### src/rtl/uifp_pkg.sv
// Package: shared widths, format constants and encodings for the
// unsigned-integer to floating-point converter.
package uifp_pkg;
    localparam int SRC_W     = 64;
    localparam int NARROW_W  = 32;
    localparam int SP_EXP_W  = 8;
    localparam int SP_FRAC_W = 23;
    localparam int SP_BIAS   = 127;
    localparam int DP_EXP_W  = 11;
    localparam int DP_FRAC_W = 52;
    localparam int DP_BIAS   = 1023;

    typedef enum logic [1:0] {
        RND_NEAREST = 2'b00,
        RND_ZERO    = 2'b01,
        RND_PLUS    = 2'b10,
        RND_MINUS   = 2'b11
    } rnd_mode_e;

    typedef enum logic [1:0] {
        EXC_NONE    = 2'b00,
        EXC_INEXACT = 2'b01
    } exc_code_e;
endpackage

### src/rtl/uifp_lead_one.sv
// Module: uifp_lead_one
// Finds the index of the most significant set bit of a vector.
// Assumes: a zero vector is flagged by all_zero; pos is then 0 and
// must not be used.
module uifp_lead_one #(
    parameter int W = 64,
    localparam int PW = $clog2(W)
) (
    input  logic [W-1:0]  vec,
    output logic [PW-1:0] pos,
    output logic          all_zero
);
    // Scan upward so that the highest set bit writes pos last.
    always_comb begin
        pos = '0;
        for (int i = 0; i < W; i++) begin
            if (vec[i]) pos = PW'(i);
        end
    end

    // Zero detect for the caller's special case.
    assign all_zero = (vec == '0);
endmodule

### src/rtl/uifp_normalize.sv
// Module: uifp_normalize
// Left-aligns the source so that its leading one would sit in the MSB,
// then drops that bit (the hidden bit), so the returned W-1 bits are the
// fraction followed by the rounding remainder.
// Assumes: pos is the index of the leading one of a nonzero vec.
module uifp_normalize #(
    parameter int W = 64,
    localparam int PW = $clog2(W)
) (
    input  logic [W-1:0]  vec,
    input  logic [PW-1:0] pos,
    output logic [W-2:0]  below
);
    logic [PW-1:0] shamt;

    // Shift distance that moves the leading one to bit W-1.
    assign shamt = PW'(W - 1) - pos;

    // Aligned value with the hidden bit truncated away.
    assign below = (W-1)'(vec << shamt);
endmodule

### src/rtl/uifp_round_pack.sv
// Module: uifp_round_pack
// Builds one floating-point format from the normalized bits: selects the
// fraction, derives guard and sticky from the remainder, applies the
// rounding rule and packs exponent and fraction (sign omitted, always 0).
// Assumes: W-1 > FRAC_W + 1 so that at least guard and one sticky bit exist;
// the biased exponent cannot overflow for the given source width.
module uifp_round_pack
    import uifp_pkg::*;
#(
    parameter int W      = 64,
    parameter int EXP_W  = 8,
    parameter int FRAC_W = 23,
    parameter int BIAS   = 127,
    localparam int PW    = $clog2(W),
    localparam int REM_W = W - 1 - FRAC_W,
    localparam int PK_W  = EXP_W + FRAC_W
) (
    input  logic [W-2:0]  below,
    input  logic [PW-1:0] pos,
    input  logic [1:0]    mode,
    output logic [PK_W-1:0] packed_val,
    output logic          inexact
);
    logic [FRAC_W-1:0] frac;
    logic              guard_bit;
    logic              sticky_bit;
    logic [EXP_W-1:0]  exp_biased;
    logic              round_up;

    // Split the normalized bits into fraction, guard and sticky.
    assign frac       = below[W-2 -: FRAC_W];
    assign guard_bit  = below[REM_W-1];
    assign sticky_bit = |below[REM_W-2:0];

    // Biased exponent from the leading-one index.
    assign exp_biased = EXP_W'(pos) + EXP_W'(BIAS);

    // Any discarded bit makes the result inexact.
    assign inexact = guard_bit | sticky_bit;

    // Rounding decision per mode; source is never negative.
    always_comb begin
        case (mode)
            RND_NEAREST: round_up = guard_bit & (sticky_bit | frac[0]);
            RND_PLUS:    round_up = guard_bit | sticky_bit;
            default:     round_up = 1'b0;
        endcase
    end

    // Increment on the packed word so a fraction carry bumps the exponent.
    assign packed_val = {exp_biased, frac} + PK_W'(round_up);
endmodule

### src/rtl/uint_to_fp_conv.sv
// Module: uint_to_fp_conv (top)
// Converts an unsigned 32- or 64-bit integer to single or double precision
// in one registered stage. Reports inexact as an exception code (trap
// enabled) or through a sticky flag (trap disabled).
// Assumes: synchronous active-low reset; a request is taken in every cycle
// req_valid is high.
module uint_to_fp_conv
    import uifp_pkg::*;
(
    input  logic        clk,
    input  logic        rst_n,
    input  logic        req_valid,
    output logic        req_ready,
    input  logic [63:0] op_a,
    input  logic        src_wide,
    input  logic        dst_double,
    input  logic [1:0]  rnd_mode,
    input  logic        trap_en,
    output logic [63:0] res,
    output logic        done,
    output logic [1:0]  exc_code,
    output logic        inexact_flag
);
    localparam int PW    = $clog2(SRC_W);
    localparam int SP_PK = SP_EXP_W + SP_FRAC_W;
    localparam int DP_PK = DP_EXP_W + DP_FRAC_W;

    logic [SRC_W-1:0] src_val;
    logic [PW-1:0]    lead_pos;
    logic             src_zero;
    logic [SRC_W-2:0] norm_bits;
    logic [SP_PK-1:0] sp_packed;
    logic [DP_PK-1:0] dp_packed;
    logic             sp_inexact;
    logic             dp_inexact;
    logic [63:0]      res_next;
    logic             inexact_next;

    // The unit never stalls.
    assign req_ready = 1'b1;

    // Zero-extend a narrow source, ignoring the upper operand word.
    assign src_val = src_wide ? op_a : {{(SRC_W-NARROW_W){1'b0}}, op_a[NARROW_W-1:0]};

    uifp_lead_one #(.W(SRC_W)) u_lead (
        .vec(src_val), .pos(lead_pos), .all_zero(src_zero)
    );

    uifp_normalize #(.W(SRC_W)) u_norm (
        .vec(src_val), .pos(lead_pos), .below(norm_bits)
    );

    uifp_round_pack #(.W(SRC_W), .EXP_W(SP_EXP_W), .FRAC_W(SP_FRAC_W), .BIAS(SP_BIAS)) u_sp (
        .below(norm_bits), .pos(lead_pos), .mode(rnd_mode),
        .packed_val(sp_packed), .inexact(sp_inexact)
    );

    uifp_round_pack #(.W(SRC_W), .EXP_W(DP_EXP_W), .FRAC_W(DP_FRAC_W), .BIAS(DP_BIAS)) u_dp (
        .below(norm_bits), .pos(lead_pos), .mode(rnd_mode),
        .packed_val(dp_packed), .inexact(dp_inexact)
    );

    // Select the requested format and handle the zero source.
    always_comb begin
        if (src_zero) begin
            res_next     = '0;
            inexact_next = 1'b0;
        end else if (dst_double) begin
            res_next     = {{(64-DP_PK){1'b0}}, dp_packed};
            inexact_next = dp_inexact;
        end else begin
            res_next     = {{(64-SP_PK){1'b0}}, sp_packed};
            inexact_next = sp_inexact;
        end
    end

    // Output register, done pulse, exception code and sticky flag.
    always_ff @(posedge clk) begin
        if (!rst_n) begin
            res          <= '0;
            done         <= 1'b0;
            exc_code     <= EXC_NONE;
            inexact_flag <= 1'b0;
        end else begin
            done <= req_valid & req_ready;
            if (req_valid && req_ready) begin
                res      <= res_next;
                exc_code <= (inexact_next && trap_en) ? EXC_INEXACT : EXC_NONE;
                if (inexact_next && !trap_en) inexact_flag <= 1'b1;
            end
        end
    end

    // ---------------- assertions ----------------
    p_zero_source_r1: assert property (@(posedge clk) disable iff (!rst_n)
        (req_valid && (src_wide ? (op_a == 64'd0) : (op_a[31:0] == 32'd0)))
        |=> (res == 64'd0 && exc_code == EXC_NONE && inexact_flag == $past(inexact_flag)));

    p_narrow_to_double_exact_r4: assert property (@(posedge clk) disable iff (!rst_n)
        (req_valid && !src_wide && dst_double)
        |=> (exc_code == EXC_NONE && inexact_flag == $past(inexact_flag)));

    p_trap_keeps_flag_r9: assert property (@(posedge clk) disable iff (!rst_n)
        (req_valid && trap_en) |=> (inexact_flag == $past(inexact_flag)));

    p_flag_sticky_r9: assert property (@(posedge clk) disable iff (!rst_n)
        $past(inexact_flag) |-> inexact_flag);

    p_single_upper_zero_r10: assert property (@(posedge clk) disable iff (!rst_n)
        (req_valid && !dst_double) |=> (res[63:32] == 32'd0));

    p_done_after_req_r11: assert property (@(posedge clk) disable iff (!rst_n)
        req_valid |=> done);

    p_done_idle_r11: assert property (@(posedge clk) disable iff (!rst_n)
        !req_valid |=> !done);
endmodule

### config.mk
export PLATFORM = sky130hd
export DESIGN_NAME = uint_to_fp_conv
export DESIGN_NICKNAME = d
export VERILOG_FILES = /design/src/rtl/uifp_pkg.sv /design/src/rtl/uifp_lead_one.sv /design/src/rtl/uifp_normalize.sv /design/src/rtl/uifp_round_pack.sv /design/src/rtl/uint_to_fp_conv.sv
export SDC_FILE = /design/constraint.sdc
export NUM_CORES = 1
export LEC_CHECK = 0
export ABC_AREA = 1
export BUFFER_PORTS_ARGS = -buffer_cell sky130_fd_sc_hd__buf_2
export CORE_UTILIZATION = 31
export DETAILED_ROUTE_END_ITERATION = 8
export GPL_TIMING_DRIVEN = 1
export PLACE_DENSITY = 0.48
export SYNTH_ARGS = -nofsm -noshare
export SYNTH_HDL_FRONTEND = slang
export SYNTH_SLANG_ARGS = --single-unit
### constraint.sdc
create_clock -name clk -period 12.5 [get_ports clk]
set_clock_uncertainty 0.1 [all_clocks]
set_input_delay 0.625 -clock clk [delete_from_list [all_inputs] [get_ports clk]]
set_output_delay 0.625 -clock clk [all_outputs]
set_load 0.01 [all_outputs]
==> qor.txt <==
======================================================================================
Run status                                                                   completed
Cell area after layout                                                      12,000 um2
Leading post-synthesis cells by instance count                            sky130_fd_sc_hd__nand2_1 (731), sky130_fd_sc_hd__nand3_1 (664), sky130_fd_sc_hd__nor2_1 (147)
Worst hold slack                                                              0.353 ns
Startpoint of the worst register-to-register path                              res[12]
Total leakage power                                                            5.96 nW
Count of buffers added by post-CTS timing repair for setup                           0
Library cell occupying the most area in the post-synthesis netlist        sky130_fd_sc_hd__nand3_1
Hold_buf cts                                                                         0
Remaining DRCs                                                                       0
Synthesis Warnings                                                                   0
Sequential share of the synthesized area                                         12.1%
Slew Limit Headroom                                                              23.4%
Class of the most critical hold timing path                                    reg2reg
Post-CTS Resized                                                                     0
Total net switching power                                                       680 uW
Number of slew-limit violations in the final report                                  0
Total count of hold-check failures in the final report                               0
Buffer depth of the longest clock path                                               2
Switching part of the total                                                      53.9%
Critical path's largest stage delay                                            0.66 ns
Part of the total power dissipated in the clock network                          20.9%
Sequential cell fraction of total power                                          18.7%
FF/Latch Area                                                                 1320 um2
Final antenna-violating net count                                                    0
Setup slack of the critical path after layout                                  3.60 ns
Minimum setup slack among reg-to-reg paths                                    11.62 ns
Clock-pin slew on the worst setup and hold paths                               0.06 ns
Setup crit start kind                                                       input port
Die boundary width                                                              190 um
Clock sinks                                                                         66
Total number of vias                                                             14.9k
Cell area after technology mapping                                          10,900 um2
Setup-violating endpoint count in the final report                                   0
DIE HEIGHT                                                                      190 um
Gate count after technology mapping                                              2,159
RSZ-0062 raised after global routing                                             false
Number of distinct library cells after synthesis                                    47
Remaining Overflow, GRT                                                              0
# fillers                                                                        4,104
DR vias/cell                                                                      5.58
Time the final worst path needs with I/O delays and setup                      8.90 ns
Crit share post-route                                                            71.2%
Power Density                                                               105 nW/um2
Largest net degree at the start of global routing                                   80
Post-synthesis area per instance                                              5.06 um2
Cell chosen for the clock root                                            sky130_fd_sc_hd__clkbuf_16
Endpoint required time on the critical path                                   12.67 ns
Core region area                                                            34,600 um2
Most frequently used cell type in the post-synthesis netlist              sky130_fd_sc_hd__nand2_1
Antenna violations before repair                                                     0
Overall global routing resource usage                                            29.6%
Number of H-tree levels                                                              3
Reg2Reg Capture Point                                                          res[12]
Maximum capacitance violations                                                       0
TritonCTS clock tree                                                               yes
Placed Instance Area                                                        11,700 um2
First-pass GRT wire length                                                     81.7 mm
Crit Path Class                                                                 in2reg
DIE AREA                                                                    36,000 um2
Worst EP arrival                                                               9.07 ns
End of the critical path                                                        res[8]
Startpoint of the most critical setup path                                     op_a[2]
Number of cells traversed by the worst register-to-register path                     2
Library cell contributing the largest single delay on the critical path   sky130_fd_sc_hd__nand2_4
Total power                                                                    1.26 mW
Total Negative Setup Slacks                                                       0 ns
Number of diodes added for antenna fixing                                            0
Main flop type after synthesis                                            sky130_fd_sc_hd__dfxtp_1
GP Congestion                                                                     1.01
Cell types occupying the most area after synthesis                        sky130_fd_sc_hd__nand3_1 (30%), sky130_fd_sc_hd__nand2_1 (25%), sky130_fd_sc_hd__dfxtp_1 (12%)
Total iterations of the first detailed-routing run                                   6
Share of the synthesized area in the top cell type                               30.4%
Number of nets in the layout                                                     2,284
Kind of end point of the critical path                                        register
Max frequency                                                                  112 MHz
Fraction of synthesis flops using an asynchronous set or reset pin                  0%
Via count of the first global-routing pass                                       13.4k
HPWL Detailed                                                                  42.7 mm
Int Power                                                                       580 uW
Measured slew at the worst slew-check pin                                      1.15 ns
TritonCTS Buffers                                                                    9
Port buffer count                                                                  137
Library cell appearing most often on the critical path                    sky130_fd_sc_hd__nand2_1
Number of placed I/O pins                                                          141
Minimum setup slack after placement                                            3.46 ns
Portion of total power attributed to combinational logic                         60.4%
Rows                                                                                68
Number of DRC markers after the initial detailed-route iteration                 1,664
Final routed wirelength across all metal layers                                53.5 mm
Ratio of cells with drive above 1 in the final layout                            11.8%
Number of synthesized flops with an enable pin                                       0
Clock insertion delay at the later pin of the skew report                      0.35 ns
CP max FO                                                                           79
Area occupied by multi-input gates                                            8430 um2
Worst IR drop on VDD                                                         0.0632 mV
Area growth, synth to finish                                                     9.99%
Initial core utilization                                                         31.5%
Number of synthesized register bits                                                 66
Routed WL per cell                                                             20.1 um
======================================================================================
## flip-flops by register name (all words and copies together), names as in the netlist
signal,flops
inexact_flag,1
done,1
exc_code,1
res,63
## critical path: cells and delay by family
family,cells,cell delay [ns]
AND/OR/NAND/NOR,76,6.56
AO/OA/AOI/OAI,6,1.01
adder cells (fa/ha/maj),2,0.44
buffers and inverters,3,0.37
## placed cells by master, fill, tap and decap left out, types with 2 or more instances in the layout
| cell | count |
|---|---|
| sky130_fd_sc_hd__a21oi_1 | 83 |
| sky130_fd_sc_hd__a31oi_1 | 2 |
| sky130_fd_sc_hd__and2_1 | 5 |
| sky130_fd_sc_hd__buf_2 | 137 |
| sky130_fd_sc_hd__buf_4 | 12 |
| sky130_fd_sc_hd__clkbuf_16 | 9 |
| sky130_fd_sc_hd__clkinv_1 | 3 |
| sky130_fd_sc_hd__clkinv_2 | 2 |
| sky130_fd_sc_hd__clkinvlp_4 | 2 |
| sky130_fd_sc_hd__conb_1 | 3 |
| sky130_fd_sc_hd__dfxtp_1 | 66 |
| sky130_fd_sc_hd__ha_1 | 6 |
| sky130_fd_sc_hd__inv_1 | 138 |
| sky130_fd_sc_hd__inv_2 | 20 |
| sky130_fd_sc_hd__inv_6 | 2 |
| sky130_fd_sc_hd__nand2_1 | 729 |
| sky130_fd_sc_hd__nand2_2 | 17 |
| sky130_fd_sc_hd__nand2_4 | 3 |
| sky130_fd_sc_hd__nand3_1 | 663 |
| sky130_fd_sc_hd__nand3_2 | 10 |
| sky130_fd_sc_hd__nand3b_1 | 6 |
| sky130_fd_sc_hd__nand4_1 | 20 |
| sky130_fd_sc_hd__nor2_1 | 144 |
| sky130_fd_sc_hd__nor2_2 | 22 |
| sky130_fd_sc_hd__nor2_4 | 12 |
| sky130_fd_sc_hd__nor3_1 | 12 |
| sky130_fd_sc_hd__o211ai_1 | 5 |
| sky130_fd_sc_hd__o21ai_0 | 31 |
| sky130_fd_sc_hd__o21ai_1 | 12 |
| sky130_fd_sc_hd__o21bai_1 | 3 |
| sky130_fd_sc_hd__o31ai_1 | 3 |
| sky130_fd_sc_hd__or2_2 | 4 |
| sky130_fd_sc_hd__xor2_1 | 11 |
## power by group through the flow
stage / logic, mW / clock network, mW / registers, mW
floorplan: 0.487 / 0 / 0.247
global placement: 0.748 / 0 / 0.240
detailed placement: 0.743 / 0 / 0.241
CTS: 0.745 / 0.266 / 0.236
global route: 0.832 / 0.277 / 0.238
finish: 0.761 / 0.263 / 0.236
## stage by stage
| stage | utilization [%] | instances |
|---|---|---|
| 5_1_grt | 34.7 | 2666 |
| 2_1_floorplan | - | 2160 |
| 6_report | 34.7 | 2666 |
| 3_3_place_gp | 33.8 | 2650 |
| 3_5_place_dp | 33.8 | 2650 |
| 4_1_cts | 34.7 | 2666 |
## routing by layer
metal	vias to the layer above	GRT usage (%)	share of wire, %
met5	-	0	0
met4	0	7.04	2.1
met3	67	2.90	6.7
met2	633	47.0	44
met1	6928	42.5	47
li1	7239	-	-
## final cells by class
class,instances,share of cell area [%]
Tap cell,455,4.74
Inverter,162,5.07
Clock inverter,7,0.636
Clock buffer,9,1.88
Timing Repair Buffer,149,6.46
Multi-Input combinational cell,1818,70.2
Sequential cell,66,11.0
## worst min-delay path by stage
stage                       from  cells after the start            to  slack (ns)
finish              inexact_flag                      2  inexact_flag        0.35
global route        inexact_flag                      2  inexact_flag        0.38
CTS                 inexact_flag                      2  inexact_flag        0.36
detailed placement  inexact_flag                      2  inexact_flag        0.35
global placement    inexact_flag                      2  inexact_flag        0.34
floorplan           inexact_flag                      2  inexact_flag        0.37
## cell families after synthesis
family / Yosys count / share of synthesized area, %
AO/OA/AOI/OAI: 144 / 7.04
XOR/XNOR: 12 / 0.963
adder cells (fa/ha/maj): 6 / 0.688
buffers and inverters: 276 / 11.0
flip-flops: 66 / 12.1
other: 2 / 0.0688
AND/OR/NAND/NOR: 1653 / 68.2
Power figures use the tool's default switching activity.
